$ cat config.mk
export PLATFORM = sky130hd
export DESIGN_NAME = vic_top
export DESIGN_NICKNAME = d
export VERILOG_FILES = /design/src/rtl/vic_pkg.sv /design/src/rtl/vic_rank_map.sv /design/src/rtl/vic_arbiter.sv /design/src/rtl/vic_top.sv
export SDC_FILE = /design/constraint.sdc
export NUM_CORES = 1
export LEC_CHECK = 0
export ABC_CLOCK_PERIOD_IN_PS = 102200
export BUFFER_PORTS_ARGS = -buffer_cell sky130_fd_sc_hd__buf_2
export CAP_MARGIN = 0
export CORE_MARGIN = 2
export CORE_UTILIZATION = 55
export CTS_BUF_LIST = sky130_fd_sc_hd__clkbuf_4 sky130_fd_sc_hd__clkbuf_8 sky130_fd_sc_hd__clkbuf_16
export DETAILED_ROUTE_END_ITERATION = 8
export PLACE_DENSITY = 0.71
export SLEW_MARGIN = 0
export SYNTH_ARGS = -nofsm -noshare
export SYNTH_HDL_FRONTEND = slang
export SYNTH_SLANG_ARGS = --single-unit
$ cat constraint.sdc
create_clock -name clk -period 102.2 [get_ports clk]
set_input_delay 0 -clock clk [delete_from_list [all_inputs] [get_ports clk]]
set_output_delay 0 -clock clk [all_outputs]
set_load 0.01 [all_outputs]
$ cat src/rtl/vic_pkg.sv
package vic_pkg;
    localparam int VEC_W     = 5;
    localparam int RANK_W    = VEC_W + 1;
    localparam int EN_BIT    = 8;
    localparam int LVL_LSB   = 13;
    localparam int LVL_W     = 3;
    localparam int VEC_LSB   = 11;
    localparam int ACK_BIT   = 0;
    localparam int DATA_W    = 32;

    typedef enum logic [1:0] {
        SEL_CTRL  = 2'd0,
        SEL_MASK  = 2'd1,
        SEL_INSVC = 2'd2,
        SEL_VECT  = 2'd3
    } reg_sel_e;

    typedef struct packed {
        logic [LVL_W-1:0] level;
        logic             en;
        logic [VEC_W-1:0] top;
    } ctrl_t;
endpackage

$ cat src/rtl/vic_rank_map.sv
module vic_rank_map
    import vic_pkg::*;
#(
    parameter int NUM_SRC = 32
) (
    input  logic [VEC_W-1:0]                 top_i,
    output logic [NUM_SRC-1:0][RANK_W-1:0]   rank_o
);
    localparam logic [RANK_W-1:0] TOP_RANK = RANK_W'(1 << VEC_W);

    for (genvar i = 0; i < NUM_SRC; i++) begin : g_rank
        assign rank_o[i] = (top_i == VEC_W'(i)) ? TOP_RANK : RANK_W'(i);
    end
endmodule

$ cat src/rtl/vic_arbiter.sv
module vic_arbiter
    import vic_pkg::*;
#(
    parameter int NUM_SRC = 32
) (
    input  logic [NUM_SRC-1:0]               cand_i,
    input  logic [NUM_SRC-1:0][RANK_W-1:0]   rank_i,
    output logic                             valid_o,
    output logic [VEC_W-1:0]                 idx_o,
    output logic [RANK_W-1:0]                best_o
);
    always_comb begin
        valid_o = 1'b0;
        idx_o   = '0;
        best_o  = '0;
        for (int i = 0; i < NUM_SRC; i++) begin
            if (cand_i[i] && (rank_i[i] > best_o)) begin
                valid_o = 1'b1;
                idx_o   = VEC_W'(i);
                best_o  = rank_i[i];
            end
        end
    end
endmodule

$ cat src/rtl/vic_top.sv
module vic_top
    import vic_pkg::*;
#(
    parameter int NUM_SRC = 32
) (
    input  logic                 clk,
    input  logic                 rst_n,
    input  logic [NUM_SRC-1:0]   req_i,
    input  logic                 reg_we,
    input  logic [1:0]           reg_addr,
    input  logic [DATA_W-1:0]    reg_wdata,
    output logic [DATA_W-1:0]    reg_rdata,
    output logic                 irq_o,
    output logic [LVL_W-1:0]     irq_level_o
);
    typedef struct packed {
        ctrl_t              ctrl;
        logic [NUM_SRC-1:0] mask;
        logic [NUM_SRC-1:0] isr;
        logic [VEC_W-1:0]   vec;
    } state_t;

    state_t st_d, st_q;

    logic [NUM_SRC-1:0][RANK_W-1:0] rank;
    logic [NUM_SRC-1:0]             pend;
    logic [NUM_SRC-1:0]             elig;
    logic                           isr_valid_unused;
    logic [VEC_W-1:0]               isr_idx_unused;
    logic [RANK_W-1:0]              isr_best;
    logic                           win_valid;
    logic [VEC_W-1:0]               win_idx;
    logic [RANK_W-1:0]              win_best_unused;
    logic                           ack_fire;

    vic_rank_map #(.NUM_SRC(NUM_SRC)) u_rank (
        .top_i  (st_q.ctrl.top),
        .rank_o (rank)
    );

    // highest rank currently in service
    vic_arbiter #(.NUM_SRC(NUM_SRC)) u_isr_arb (
        .cand_i  (st_q.isr),
        .rank_i  (rank),
        .valid_o (isr_valid_unused),
        .idx_o   (isr_idx_unused),
        .best_o  (isr_best)
    );

    // source 0 is the reserved error code and never competes
    assign pend = req_i & st_q.mask & ~NUM_SRC'(1);

    for (genvar i = 0; i < NUM_SRC; i++) begin : g_elig
        assign elig[i] = pend[i] && (rank[i] > isr_best);
    end

    vic_arbiter #(.NUM_SRC(NUM_SRC)) u_win_arb (
        .cand_i  (elig),
        .rank_i  (rank),
        .valid_o (win_valid),
        .idx_o   (win_idx),
        .best_o  (win_best_unused)
    );

    assign ack_fire = reg_we && (reg_addr == SEL_VECT) && reg_wdata[ACK_BIT];

    always_comb begin
        st_d = st_q;
        if (reg_we) begin
            unique case (reg_sel_e'(reg_addr))
                SEL_CTRL: begin
                    st_d.ctrl.top   = reg_wdata[VEC_W-1:0];
                    st_d.ctrl.en    = reg_wdata[EN_BIT];
                    st_d.ctrl.level = reg_wdata[LVL_LSB +: LVL_W];
                end
                SEL_MASK:  st_d.mask = reg_wdata[NUM_SRC-1:0];
                SEL_INSVC: st_d.isr  = st_q.isr & ~reg_wdata[NUM_SRC-1:0];
                SEL_VECT: begin
                    if (reg_wdata[ACK_BIT]) begin
                        if (st_q.ctrl.en && win_valid) begin
                            st_d.vec = win_idx;
                            st_d.isr = st_q.isr | (NUM_SRC'(1) << win_idx);
                        end else begin
                            st_d.vec = '0;
                        end
                    end
                end
                default: ;
            endcase
        end
    end

    always_ff @(posedge clk or negedge rst_n) begin
        if (!rst_n) st_q <= '0;
        else        st_q <= st_d;
    end

    always_comb begin
        reg_rdata = '0;
        unique case (reg_sel_e'(reg_addr))
            SEL_CTRL: begin
                reg_rdata[VEC_W-1:0]         = st_q.ctrl.top;
                reg_rdata[EN_BIT]            = st_q.ctrl.en;
                reg_rdata[LVL_LSB +: LVL_W]  = st_q.ctrl.level;
            end
            SEL_MASK:  reg_rdata[NUM_SRC-1:0]       = st_q.mask;
            SEL_INSVC: reg_rdata[NUM_SRC-1:0]       = st_q.isr;
            SEL_VECT:  reg_rdata[VEC_LSB +: VEC_W]  = st_q.vec;
            default: ;
        endcase
    end

    assign irq_o       = st_q.ctrl.en && (|elig);
    assign irq_level_o = st_q.ctrl.level;

    // a delivered acknowledge records the winner and marks it in service
    assert_ack_marks_R7: assert property (@(posedge clk) disable iff (!rst_n)
        (ack_fire && st_q.ctrl.en && win_valid)
            |=> (st_q.isr[$past(win_idx)] && (st_q.vec == $past(win_idx))));

    // an empty acknowledge yields code 0 and leaves in-service state alone
    assert_err_vec_R9: assert property (@(posedge clk) disable iff (!rst_n)
        (ack_fire && !(st_q.ctrl.en && win_valid))
            |=> ((st_q.vec == '0) && $stable(st_q.isr)));

    // in-service write clears only the ones written
    assert_w1c_R8: assert property (@(posedge clk) disable iff (!rst_n)
        (reg_we && (reg_addr == SEL_INSVC))
            |=> (st_q.isr == ($past(st_q.isr) & ~$past(reg_wdata[NUM_SRC-1:0]))));

    // the line never rises without an unmasked request
    assert_irq_masked_R2: assert property (@(posedge clk) disable iff (!rst_n)
        irq_o |-> (|(req_i & st_q.mask)));

    // the reserved code never becomes in service
    assert_no_src0_R5: assert property (@(posedge clk) disable iff (!rst_n)
        !st_q.isr[0]);
endmodule

==> metrics <==
most common cell in the synthesized netlist sky130_fd_sc_hd__ha_1; crit path to st_q[9]; Critical Path Stages 433; average wire per standard cell 23.6 um; total via count after detailed routing 20.0k; max-cap viol count 0; full die area 34,200 um2; final critical-path share of the clock period 0.937; layout cells sized above 1 0.143; antenna violations before repair 3; violation count after the first detailed-routing iteration 2,262; register-to-register path setup slack 6.39 ns; sequential share of the synthesized area 0.108; Crit Reg-Reg Endpoint st_q[9]; H-tree depth reported by CTS 3; HPWL after detailed placement 52,500 um; Clock Sinks 78; Syn Nets 2,703; largest cells by area after synthesis sky130_fd_sc_hd__ha_1 21%, sky130_fd_sc_hd__dfrtp_1 11%, sky130_fd_sc_hd__nand2_1 5.2%; clock tree root driver cell sky130_fd_sc_hd__clkbuf_16; number of buffers created by CTS 9; Via density 6.92; gate count of the mapped netlist 2,326; cell count of the worst reg-to-reg path 433; Port-buffer cells 103; total DRC errors in the routed layout 0; RSZ-0062 raised after global routing false; largest stage delay on the critical path 0.78 ns; met2 Use GR 0.617; number of detailed-route iterations in the first pass 8; Worst Path Max Fanout 26; clock-pin transition on the worst setup and hold timing paths 0.08 ns; classification of the worst-slack hold path in -> async; result of the run finished, final reports clean; largest area contributor in the netlist sky130_fd_sc_hd__ha_1; Worst Tran Pin Value 1.16 ns; worst-case clock skew 0.0173 ns; nature of the critical path startpoint register; Fin Setup TNS 0 ns; category of cells accounting for the largest share of critical-path delay compound AO/OA/AOI/OAI gates; proportion of netlist area held by the largest area contributor 0.214; Site Rows 66; predominant post-synthesis flop cell sky130_fd_sc_hd__dfrtp_1; Critical-path top delay cell sky130_fd_sc_hd__dfrtp_1; clock period minus worst slack 95.81 ns; count of final max-slew check failures 0; CTS tree built; start point of the critical path st_q[69]; Final Hold Vio Count 0; Worst-Skew Late Latency 0.38 ns; Netlist Area Pre-Place 18,000 um2; die width 185 um; layout overhead on the synthesized area 8.84%; Commonest cells post-synth 308 x sky130_fd_sc_hd__ha_1, 250 x sky130_fd_sc_hd__nand2_1, 197 x sky130_fd_sc_hd__nor2_1; fraction of registers with async set/reset 1.00; met3 usage in global routing 0.0513; count of distinct cell types in the synthesized netlist 136; final WL 68,000 um; number of top-level design ports 105; maximum number of pins on one net before global-route repair 58; Final setup viols 0; slew margin rel. 0.225; GRT Max-Usage Layer met2; critical path class reg -> reg; Post-synth EDFFs 0; leftover overflow at the end of global routing 0; number of global-route vias before repair 18.6k; routability-driven placement congestion ratio 0.981; average cell area after synthesis 7.74 um2; arrival time of data at the critical path endpoint 96.11 ns; Die Height 185 um; global-route total usage across every layer 0.388; fmax 10.4 MHz; clk buf depth 2; Core ar. 32,400 um2; kind of end point of the critical path register; sum of buffers and inverters on the critical path 21; most used cell, CP sky130_fd_sc_hd__ha_1; final antenna-violating net count 0; global-route met1 utilization 0.531; required time of the critical path 102.51 ns; Crit Reg-Reg Startpoint st_q[69]; yosys warns 0; number of synthesized register bits 78; number of nets in the layout 2,811; initial cell density of the core 0.556; wire length of the first global-routing pass 103,000 um
[cells by family after synthesis]
kind of cell | count (synthesis) | share of synthesized area
DFF | 78 | 0.108
adders and majority gates | 309 | 0.215
xor gates and xnor gates | 1 | 0.000487
AOI/OAI and AO/OA | 816 | 0.340
buffers and inverters | 167 | 0.0407
muxes | 81 | 0.0509
and+or+nand+nor | 874 | 0.244
[layer usage]
layer	up-vias	part of all wire	routed length, um
li1	9212	-	-
met4	0	0.040	2720
met2	947	0.44	30200
met3	181	0.086	5830
met5	-	0	0
met1	9615	0.43	29200
[metrics by stage]
| stage | cell area (um2) | util | setup slack [ns] | hold slack (ns) | instances |
|---|---|---|---|---|---|
| after floorplan | 18000 | - | 20.88 | -0.296 | 2326 |
| after detailed placement | 18900 | 0.584 | 7.71 | -0.0880 | 2832 |
| after global routing | 19600 | 0.605 | 0.114 | 0.0926 | 2882 |
| after CTS | 19600 | 0.604 | 7.28 | 0.0572 | 2881 |
| final | 19600 | 0.605 | 6.39 | 0.0448 | 2882 |
| after global placement | 18900 | 0.584 | 9.22 | -0.0914 | 2832 |
[worst min path at each step]
stage | cells after the start | to
6_report | 2 | st_q[63]
5_1_grt | 2 | st_q[64]
4_1_cts | 2 | st_q[62]
3_5_place_dp | 1 | st_q[63]
3_3_place_gp | 1 | st_q[63]
2_1_floorplan | 0 | irq_level_o[0]
[cells in the final DEF, fill, tap and decap left out, types with 43 or more instances in the layout]
cell / Yosys / routed
sky130_fd_sc_hd__ha_1: 308 / 307
sky130_fd_sc_hd__nand2_1: 250 / 249
sky130_fd_sc_hd__nor2_1: 197 / 195
sky130_fd_sc_hd__a21oi_1: 147 / 146
sky130_fd_sc_hd__o21ai_0: 121 / 121
sky130_fd_sc_hd__inv_1: 108 / 108
sky130_fd_sc_hd__buf_2: 5 / 102
sky130_fd_sc_hd__nand3_1: 88 / 88
sky130_fd_sc_hd__dfrtp_1: 78 / 78
sky130_fd_sc_hd__nor2b_1: 63 / 63
sky130_fd_sc_hd__a21o_1: 62 / 62
sky130_fd_sc_hd__mux2_2: 55 / 55
sky130_fd_sc_hd__nand4_1: 43 / 43
[area by class of cell]
class                           instances  area, um2
Fill cell                            3031      12800
Antenna cell                            1       2.50
Inverter                              112        420
Clock buffer                            9        225
Multi-Input combinational cell       2081      15400
Sequential cell                        78       1950
Clock inverter                          7       80.1
Tap cell                              442        553
Timing Repair Buffer                  152        968
[sequential cells by signal, indices dropped and copies added, names as in the netlist]
signal	count
st_q	75
irq_level_o	3
[worst reg2reg max path, delay by kind of cell, from the launching register on]
kind	cells	cell delay, ns
adders and majority gates	56	17.22
buffers and inverters	21	2.59
and+or+nand+nor	140	25.91
DFF	1	0.78
AOI/OAI and AO/OA	201	43.87
muxes	15	5.38
[repair_timing]
action                                  4_1_cts  5_1_grt
hold buffers                                 33        0
resized for setup                             0        9
endpoints found under the setup margin        0       34
setup buffers                                 0        0
hold endpoints to repair                     75        0
Power is not shown: default switching activity piles up to over one toggle a cycle in this logic, so the estimate is an artifact.
